`src/rtl/tc8_pkg.sv`:
```
package tc8_pkg;

    typedef enum logic [1:0] {
        SEL_COUNT = 2'd0,
        SEL_CMPV  = 2'd1,
        SEL_CTRL  = 2'd2,
        SEL_FORCE = 2'd3
    } wsel_e;

    typedef enum logic [1:0] {
        ACT_NONE   = 2'd0,
        ACT_TOGGLE = 2'd1,
        ACT_CLEAR  = 2'd2,
        ACT_SET    = 2'd3
    } cmp_act_e;

    typedef enum logic {
        ST_ARMED   = 1'b0,
        ST_BLOCKED = 1'b1
    } gate_state_e;

    typedef enum logic {
        WV_LOW  = 1'b0,
        WV_HIGH = 1'b1
    } wave_state_e;

    localparam int unsigned MODE_W   = 3;
    localparam logic [MODE_W-1:0] MODE_CLR_ON_CMP = 3'd2;

endpackage

```
`src/rtl/tc8_counter.sv`:
```
module tc8_counter
    import tc8_pkg::*;
#(
    parameter int unsigned W = 8
) (
    input  logic         clk,
    input  logic         rst_n,
    input  logic         ld_en,
    input  logic [W-1:0] ld_val,
    input  logic         ctc_en,
    input  logic [W-1:0] cmp_val,
    output logic [W-1:0] cnt_o,
    output logic         match_o,
    output logic         ovf_set_o
);
    localparam logic [W-1:0] CNT_MAX  = {W{1'b1}};
    localparam logic [W-1:0] CNT_ZERO = {W{1'b0}};

    gate_state_e state_q, state_d;
    logic [W-1:0] cnt_q;

    // State register of the match gate
    always_ff @(posedge clk or negedge rst_n) begin
        if (!rst_n) state_q <= ST_ARMED;
        else        state_q <= state_d;
    end

    // Next state and match output
    always_comb begin
        state_d = state_q;
        match_o = 1'b0;
        unique case (state_q)
            ST_ARMED: begin
                match_o = (cnt_q == cmp_val) && !ld_en;
                if (ld_en) state_d = ST_BLOCKED;
            end
            ST_BLOCKED: begin
                match_o = 1'b0;
                if (!ld_en) state_d = ST_ARMED;
            end
            default: state_d = ST_ARMED;
        endcase
    end

    always_ff @(posedge clk or negedge rst_n) begin
        if (!rst_n)                cnt_q <= CNT_ZERO;
        else if (ld_en)            cnt_q <= ld_val;
        else if (ctc_en && match_o) cnt_q <= CNT_ZERO;
        else                       cnt_q <= cnt_q + 1'b1;
    end

    assign ovf_set_o = !ld_en && (cnt_q == CNT_MAX);
    assign cnt_o     = cnt_q;

    // the counter rolls from all ones to zero unless a load intervenes
    a_r2_rollover: assert property (@(posedge clk) disable iff (!rst_n)
        (cnt_q == CNT_MAX && !ld_en) |=> (cnt_q == CNT_ZERO));

    // clear-on-compare returns the counter to zero
    a_r4_ctc_clear: assert property (@(posedge clk) disable iff (!rst_n)
        (ctc_en && match_o) |=> (cnt_q == CNT_ZERO));

    // no match on the edge that follows a load
    a_r8_gate_after_load: assert property (@(posedge clk) disable iff (!rst_n)
        ld_en |=> !match_o);

endmodule

```
`src/rtl/tc8_wave.sv`:
```
module tc8_wave
    import tc8_pkg::*;
(
    input  logic     clk,
    input  logic     rst_n,
    input  cmp_act_e act,
    input  logic     match,
    input  logic     force_stb,
    output logic     wave_o
);
    wave_state_e state_q, state_d;
    logic fire;

    assign fire = match || force_stb;

    always_ff @(posedge clk or negedge rst_n) begin
        if (!rst_n) state_q <= WV_LOW;
        else        state_q <= state_d;
    end

    always_comb begin
        state_d = state_q;
        unique case (state_q)
            WV_LOW: begin
                if (fire && (act == ACT_TOGGLE || act == ACT_SET)) state_d = WV_HIGH;
            end
            WV_HIGH: begin
                if (fire && (act == ACT_TOGGLE || act == ACT_CLEAR)) state_d = WV_LOW;
            end
            default: state_d = WV_LOW;
        endcase
    end

    assign wave_o = (state_q == WV_HIGH);

    // a toggle event inverts the bit
    a_r6_toggle: assert property (@(posedge clk) disable iff (!rst_n)
        (fire && act == ACT_TOGGLE) |=> (wave_o != $past(wave_o)));

    // without an event or with no action the bit holds
    a_r6_hold: assert property (@(posedge clk) disable iff (!rst_n)
        (!fire || act == ACT_NONE) |=> (wave_o == $past(wave_o)));

endmodule

```
`src/rtl/tc8_flag.sv`:
```
module tc8_flag (
    input  logic clk,
    input  logic rst_n,
    input  logic set_i,
    input  logic ack_i,
    output logic flag_o
);
    logic q;

    always_ff @(posedge clk or negedge rst_n) begin
        if (!rst_n)     q <= 1'b0;
        else if (set_i) q <= 1'b1;
        else if (ack_i) q <= 1'b0;
    end

    assign flag_o = q;

    // the flag persists until acknowledged
    a_r3_sticky: assert property (@(posedge clk) disable iff (!rst_n)
        (q && !ack_i) |=> q);

    // a set beats a coincident acknowledge
    a_r3_set_wins: assert property (@(posedge clk) disable iff (!rst_n)
        set_i |=> q);

endmodule

```
`src/rtl/tc8_cmp_timer.sv`:
```
module tc8_cmp_timer
    import tc8_pkg::*;
#(
    parameter int unsigned W = 8
) (
    input  logic         clk,
    input  logic         rst_n,
    input  logic         wr_en,
    input  logic [1:0]   wr_sel,
    input  logic [W-1:0] wr_data,
    input  logic         ovf_ack,
    input  logic         cmp_ack,
    input  logic         pin_dir_en,
    output logic [W-1:0] count_o,
    output logic         ovf_flag_o,
    output logic         cmp_flag_o,
    output logic         wave_pin_o
);
    localparam int unsigned ACT_LSB = 4;

    logic [W-1:0]      cmp_val_q;
    logic [MODE_W-1:0] mode_q;
    cmp_act_e          act_q;
    logic              ld_en, cmpv_wr, ctrl_wr, force_stb;
    logic              ctc_en, match, ovf_set, wave_bit;

    assign ld_en     = wr_en && (wsel_e'(wr_sel) == SEL_COUNT);
    assign cmpv_wr   = wr_en && (wsel_e'(wr_sel) == SEL_CMPV);
    assign ctrl_wr   = wr_en && (wsel_e'(wr_sel) == SEL_CTRL);
    assign force_stb = wr_en && (wsel_e'(wr_sel) == SEL_FORCE);

    // Reserved mode values fall back to free-running counting
    assign ctc_en = (mode_q == MODE_CLR_ON_CMP);

    always_ff @(posedge clk or negedge rst_n) begin
        if (!rst_n) begin
            cmp_val_q <= '0;
            mode_q    <= '0;
            act_q     <= ACT_NONE;
        end else begin
            if (cmpv_wr) cmp_val_q <= wr_data;
            if (ctrl_wr) begin
                mode_q <= wr_data[MODE_W-1:0];
                act_q  <= cmp_act_e'(wr_data[ACT_LSB+1:ACT_LSB]);
            end
        end
    end

    tc8_counter #(.W(W)) u_counter (
        .clk       (clk),
        .rst_n     (rst_n),
        .ld_en     (ld_en),
        .ld_val    (wr_data),
        .ctc_en    (ctc_en),
        .cmp_val   (cmp_val_q),
        .cnt_o     (count_o),
        .match_o   (match),
        .ovf_set_o (ovf_set)
    );

    tc8_wave u_wave (
        .clk       (clk),
        .rst_n     (rst_n),
        .act       (act_q),
        .match     (match),
        .force_stb (force_stb),
        .wave_o    (wave_bit)
    );

    tc8_flag u_ovf_flag (
        .clk    (clk),
        .rst_n  (rst_n),
        .set_i  (ovf_set),
        .ack_i  (ovf_ack),
        .flag_o (ovf_flag_o)
    );

    tc8_flag u_cmp_flag (
        .clk    (clk),
        .rst_n  (rst_n),
        .set_i  (match),
        .ack_i  (cmp_ack),
        .flag_o (cmp_flag_o)
    );

    assign wave_pin_o = pin_dir_en && wave_bit;

    // a force alone never raises the compare flag
    a_r7_force_silent: assert property (@(posedge clk) disable iff (!rst_n)
        (force_stb && !match && !cmp_flag_o) |=> !cmp_flag_o);

    // a match is always followed by a set compare flag
    a_r5_match_flag: assert property (@(posedge clk) disable iff (!rst_n)
        match |=> cmp_flag_o);

endmodule

```
`config.mk`:
```
export PLATFORM = sky130hd
export DESIGN_NAME = tc8_cmp_timer
export DESIGN_NICKNAME = d
export VERILOG_FILES = /design/src/rtl/tc8_pkg.sv /design/src/rtl/tc8_counter.sv /design/src/rtl/tc8_wave.sv /design/src/rtl/tc8_flag.sv /design/src/rtl/tc8_cmp_timer.sv
export SDC_FILE = /design/constraint.sdc
export NUM_CORES = 1
export LEC_CHECK = 0
export CAP_MARGIN = 20
export CORE_MARGIN = 1.5
export CORE_UTILIZATION = 40
export CTS_BUF_LIST = sky130_fd_sc_hd__clkbuf_16
export CTS_CLUSTER_SIZE = 12
export DETAILED_ROUTE_END_ITERATION = 6
export PLACE_DENSITY = 0.78
export SLEW_MARGIN = 20
export SYNTH_ARGS = -nofsm -noshare
export SYNTH_HDL_FRONTEND = slang
export SYNTH_HIERARCHICAL = 1
export SYNTH_SLANG_ARGS = --single-unit
export TNS_END_PERCENT = 5
```
`constraint.sdc`:
```
create_clock -name clk -period 1.3 [get_ports clk]
set_input_delay 0.26 -clock clk [delete_from_list [all_inputs] [get_ports clk]]
set_output_delay 0.26 -clock clk [all_outputs]
set_load 0.02 [all_outputs]
```
==> results.cfg <==
[synthesis]
synth_ff_type = dfrtp_1
async_flop_share_pct = 100
syn_inst = 102
synth.distinct_cells = 25
synth_area_mm2 = 0.00128
synth_edf_count = 0
synth_common_cells = dfrtp_1 (25), mux2_2 (13), nand2_1 (10), xor2_1 (10), o21ai_2 (8)
synth.avg_cell_area_um2 = 12.5
yosysTopAreaCell = dfrtp_1
yosys_warnings = 6
synth.top_cells.by_area = dfrtp_1 (49%), mux2_2 (11%), xor2_1 (6.9%)
netlist.area_leader.share_pct = 49.0
syn-num-nets = 121
synth_seq_cells = 25
synth_most_common_cell = dfrtp_1
seq_area_frac_synth_pct = 49.0

[clocking]
cts_setup_buffers = 0
cts-root-buf = clkbuf_16
cts_tree = done
cts_sinks = 25
path_clk_slew_ns = 0.06
cts_buffers = 3
cts_hold_buf = 0
htree_num_levels = 1
clkLatencyLatePin_ns = 0.25
clock_path_buffers = 2

[global_routing]
grt_pass1_wl_um = 4440
grt.overflow.total = 0
grt_antenna_before_repair = 0
grt_start_max_net_pins = 26
grt_pass1_vias = 959
track_usage_pct = 17.1

[power]
power.total_uw = 3160
ir_drop_mv = 1.14
leakage_uw = 0.000826
power_density_mw_per_mm2 = 1750

[placement]
dpl.hpwl_um = 2010
port_buffers = 26
gp_congestion = 0.764

[timing]
finalSetupViolCount = 9
rsz0062_at_grt = true
tightest_slew_ns = 0.330
finalHoldViolations = 0
relSlewSlack_pct = 78.0
fin_skew_ns = 0.00378
drv_slew = 0
max_freq_mhz = 732
setup_tns_ns = -0.489
setup_ws_ns = -0.0657
period_share_pct = 105
fin_crit_ns = 1.37

[drt]
drt_wl_total_um = 2730
wire_per_inst_um = 14.5
route.detailed.drc = 0
vias = 935
antenna_left = 0
first_iter_violations = 20
first_pass_iters = 4
via_per_inst = 4.97

[setup_path]
arrival_ns = 1.50
crit_path_max_fanout = 8
start_kind = flop
critPathKind = reg -> reg
cp.required_ns = 1.44
end_kind = flop

[die]
die_height_um = 59.5
rows = 20
core_area_mm2 = 0.00305
initial_core_util_pct = 41.8
die_x_um = 59.5
dieArea_mm2 = 0.00354
io_pins = 27

[status]
violations = negative setup slack
status = finished, violations left

[layout]
synthToLayoutAreaGrowth_pct = 40.8
num-nets-final = 164
diodes = 0
drive_above_1_share_pct = 40.3
finalCoreUtilization_pct = 58.9

[min_path]
min_path_type = in -> async

[run]
max_cap_violations = 0
[area by class of cell]
cell class | count | area (µm²)
Fill cell | 262 | 1250
Multi-Input combinational cell | 72 | 662
Sequential cell | 25 | 633
Timing Repair Buffer | 39 | 355
Clock buffer | 3 | 75.1
Tap cell | 44 | 55.1
Inverter | 4 | 15.0
Clock inverter | 1 | 3.75
[final timing paths]
path	endpoint	depth (start not counted)	startpoint	slack (ns)
hold reg to reg	u_ovf_flag/flag_o$_DFFE_PN0P_	1	u_ovf_flag/flag_o$_DFFE_PN0P_	0.48
min in group clk	u_ovf_flag/flag_o$_DFFE_PN0P_	1	u_ovf_flag/flag_o$_DFFE_PN0P_	0.48
max in group asynchronous	u_counter/cnt_o[0]$_DFF_PN0_	2	rst_n	0.77
hold / removal	cmp_val_q[3]$_DFFE_PN0P_	2	rst_n	0.37
setup reg to reg	u_counter/cnt_o[2]$_DFF_PN0_	4	cmp_val_q[1]$_DFFE_PN0P_	-0.07
setup / recovery	u_counter/cnt_o[2]$_DFF_PN0_	4	cmp_val_q[1]$_DFFE_PN0P_	-0.07
[power breakdown]
part / switching [µW] / total (µW) / internal [µW]
registers: 184 / 1180 / 993
logic: 630 / 1320 / 685
clock network: 253 / 663 / 410
total: 1070 / 3160 / 2090
[registers in the layout (all words and copies together) (netlist names)]
register,count
u_wave/wave_o,1
cmp_val_q,8
u_counter/state_q,1
u_ovf_flag/flag_o,1
u_counter/cnt_o,8
act_q,2
mode_q,3
u_cmp_flag/flag_o,1
[per-layer routing]
layer / up-vias / GRT usage [%] / routed length, µm
li1: 437 / - / -
met3: 11 / 4.59 / 150
met2: 35 / 27.2 / 1330
met1: 452 / 22.0 / 1160
met4: 0 / 6.98 / 82
met5: - / 0 / 0
[cell usage in the layout, fill, tap and decap left out, types with 2 or more instances in the layout]
cell type | netlist | layout
inv_1 | 4 | 5
ha_1 | 3 | 3
dlygate4sd2_1 | 0 | 9
dfrtp_2 | 0 | 6
a21o_1 | 2 | 2
clkbuf_16 | 0 | 3
xor2_1 | 10 | 9
and3_2 | 3 | 2
o21ai_2 | 8 | 8
xnor2_1 | 4 | 4
buf_4 | 0 | 12
nand3b_4 | 2 | 2
clkdlybuf4s15_1 | 0 | 3
nand2_1 | 10 | 10
clkdlybuf4s50_1 | 0 | 12
mux2_2 | 13 | 13
dfrtp_1 | 25 | 19
nand3_1 | 3 | 3
[what timing repair did]
item | 4_1_cts | 5_1_grt
setup endpoints to repair | 29 | 14
pin swaps | 1 | 2
resized for setup | 19 | 7
[per-stage QoR]
| step | hold WS [ns] | instance area [µm²] | setup slack, ns | std cells |
|---|---|---|---|---|
| floorplan | -0.0356 | 1300 | -0.0291 | 102 |
| global placement | 0.462 | 1710 | -0.406 | 184 |
| detailed placement | 0.476 | 1710 | -0.439 | 184 |
| CTS | 0.378 | 1770 | -0.138 | 188 |
| global route | 0.376 | 1800 | -0.123 | 188 |
| finish | 0.368 | 1800 | -0.0657 | 188 |
[critical path, stage by stage, from the launching register on]
cell and delay [ns]:
dfrtp_1 0.40, xor2_2 0.19, nor3_4 0.24, a41o_4 0.34, o21ai_2 0.07
[cells by family (layout without fill, tap and decap cells)]
group / count (synthesis) / count (layout) / synth area share [%]
AOI/OAI and AO/OA: 13 / 13 / 9.60
and+or+nand+nor: 28 / 28 / 14.6
buffers and inverters: 5 / 47 / 2.06
DFF: 25 / 25 / 49.0
adders and majority gates: 3 / 3 / 2.94
muxes: 14 / 14 / 12.2
xor gates and xnor gates: 14 / 14 / 9.60
Note: power is estimated with default switching activity, not from simulation.
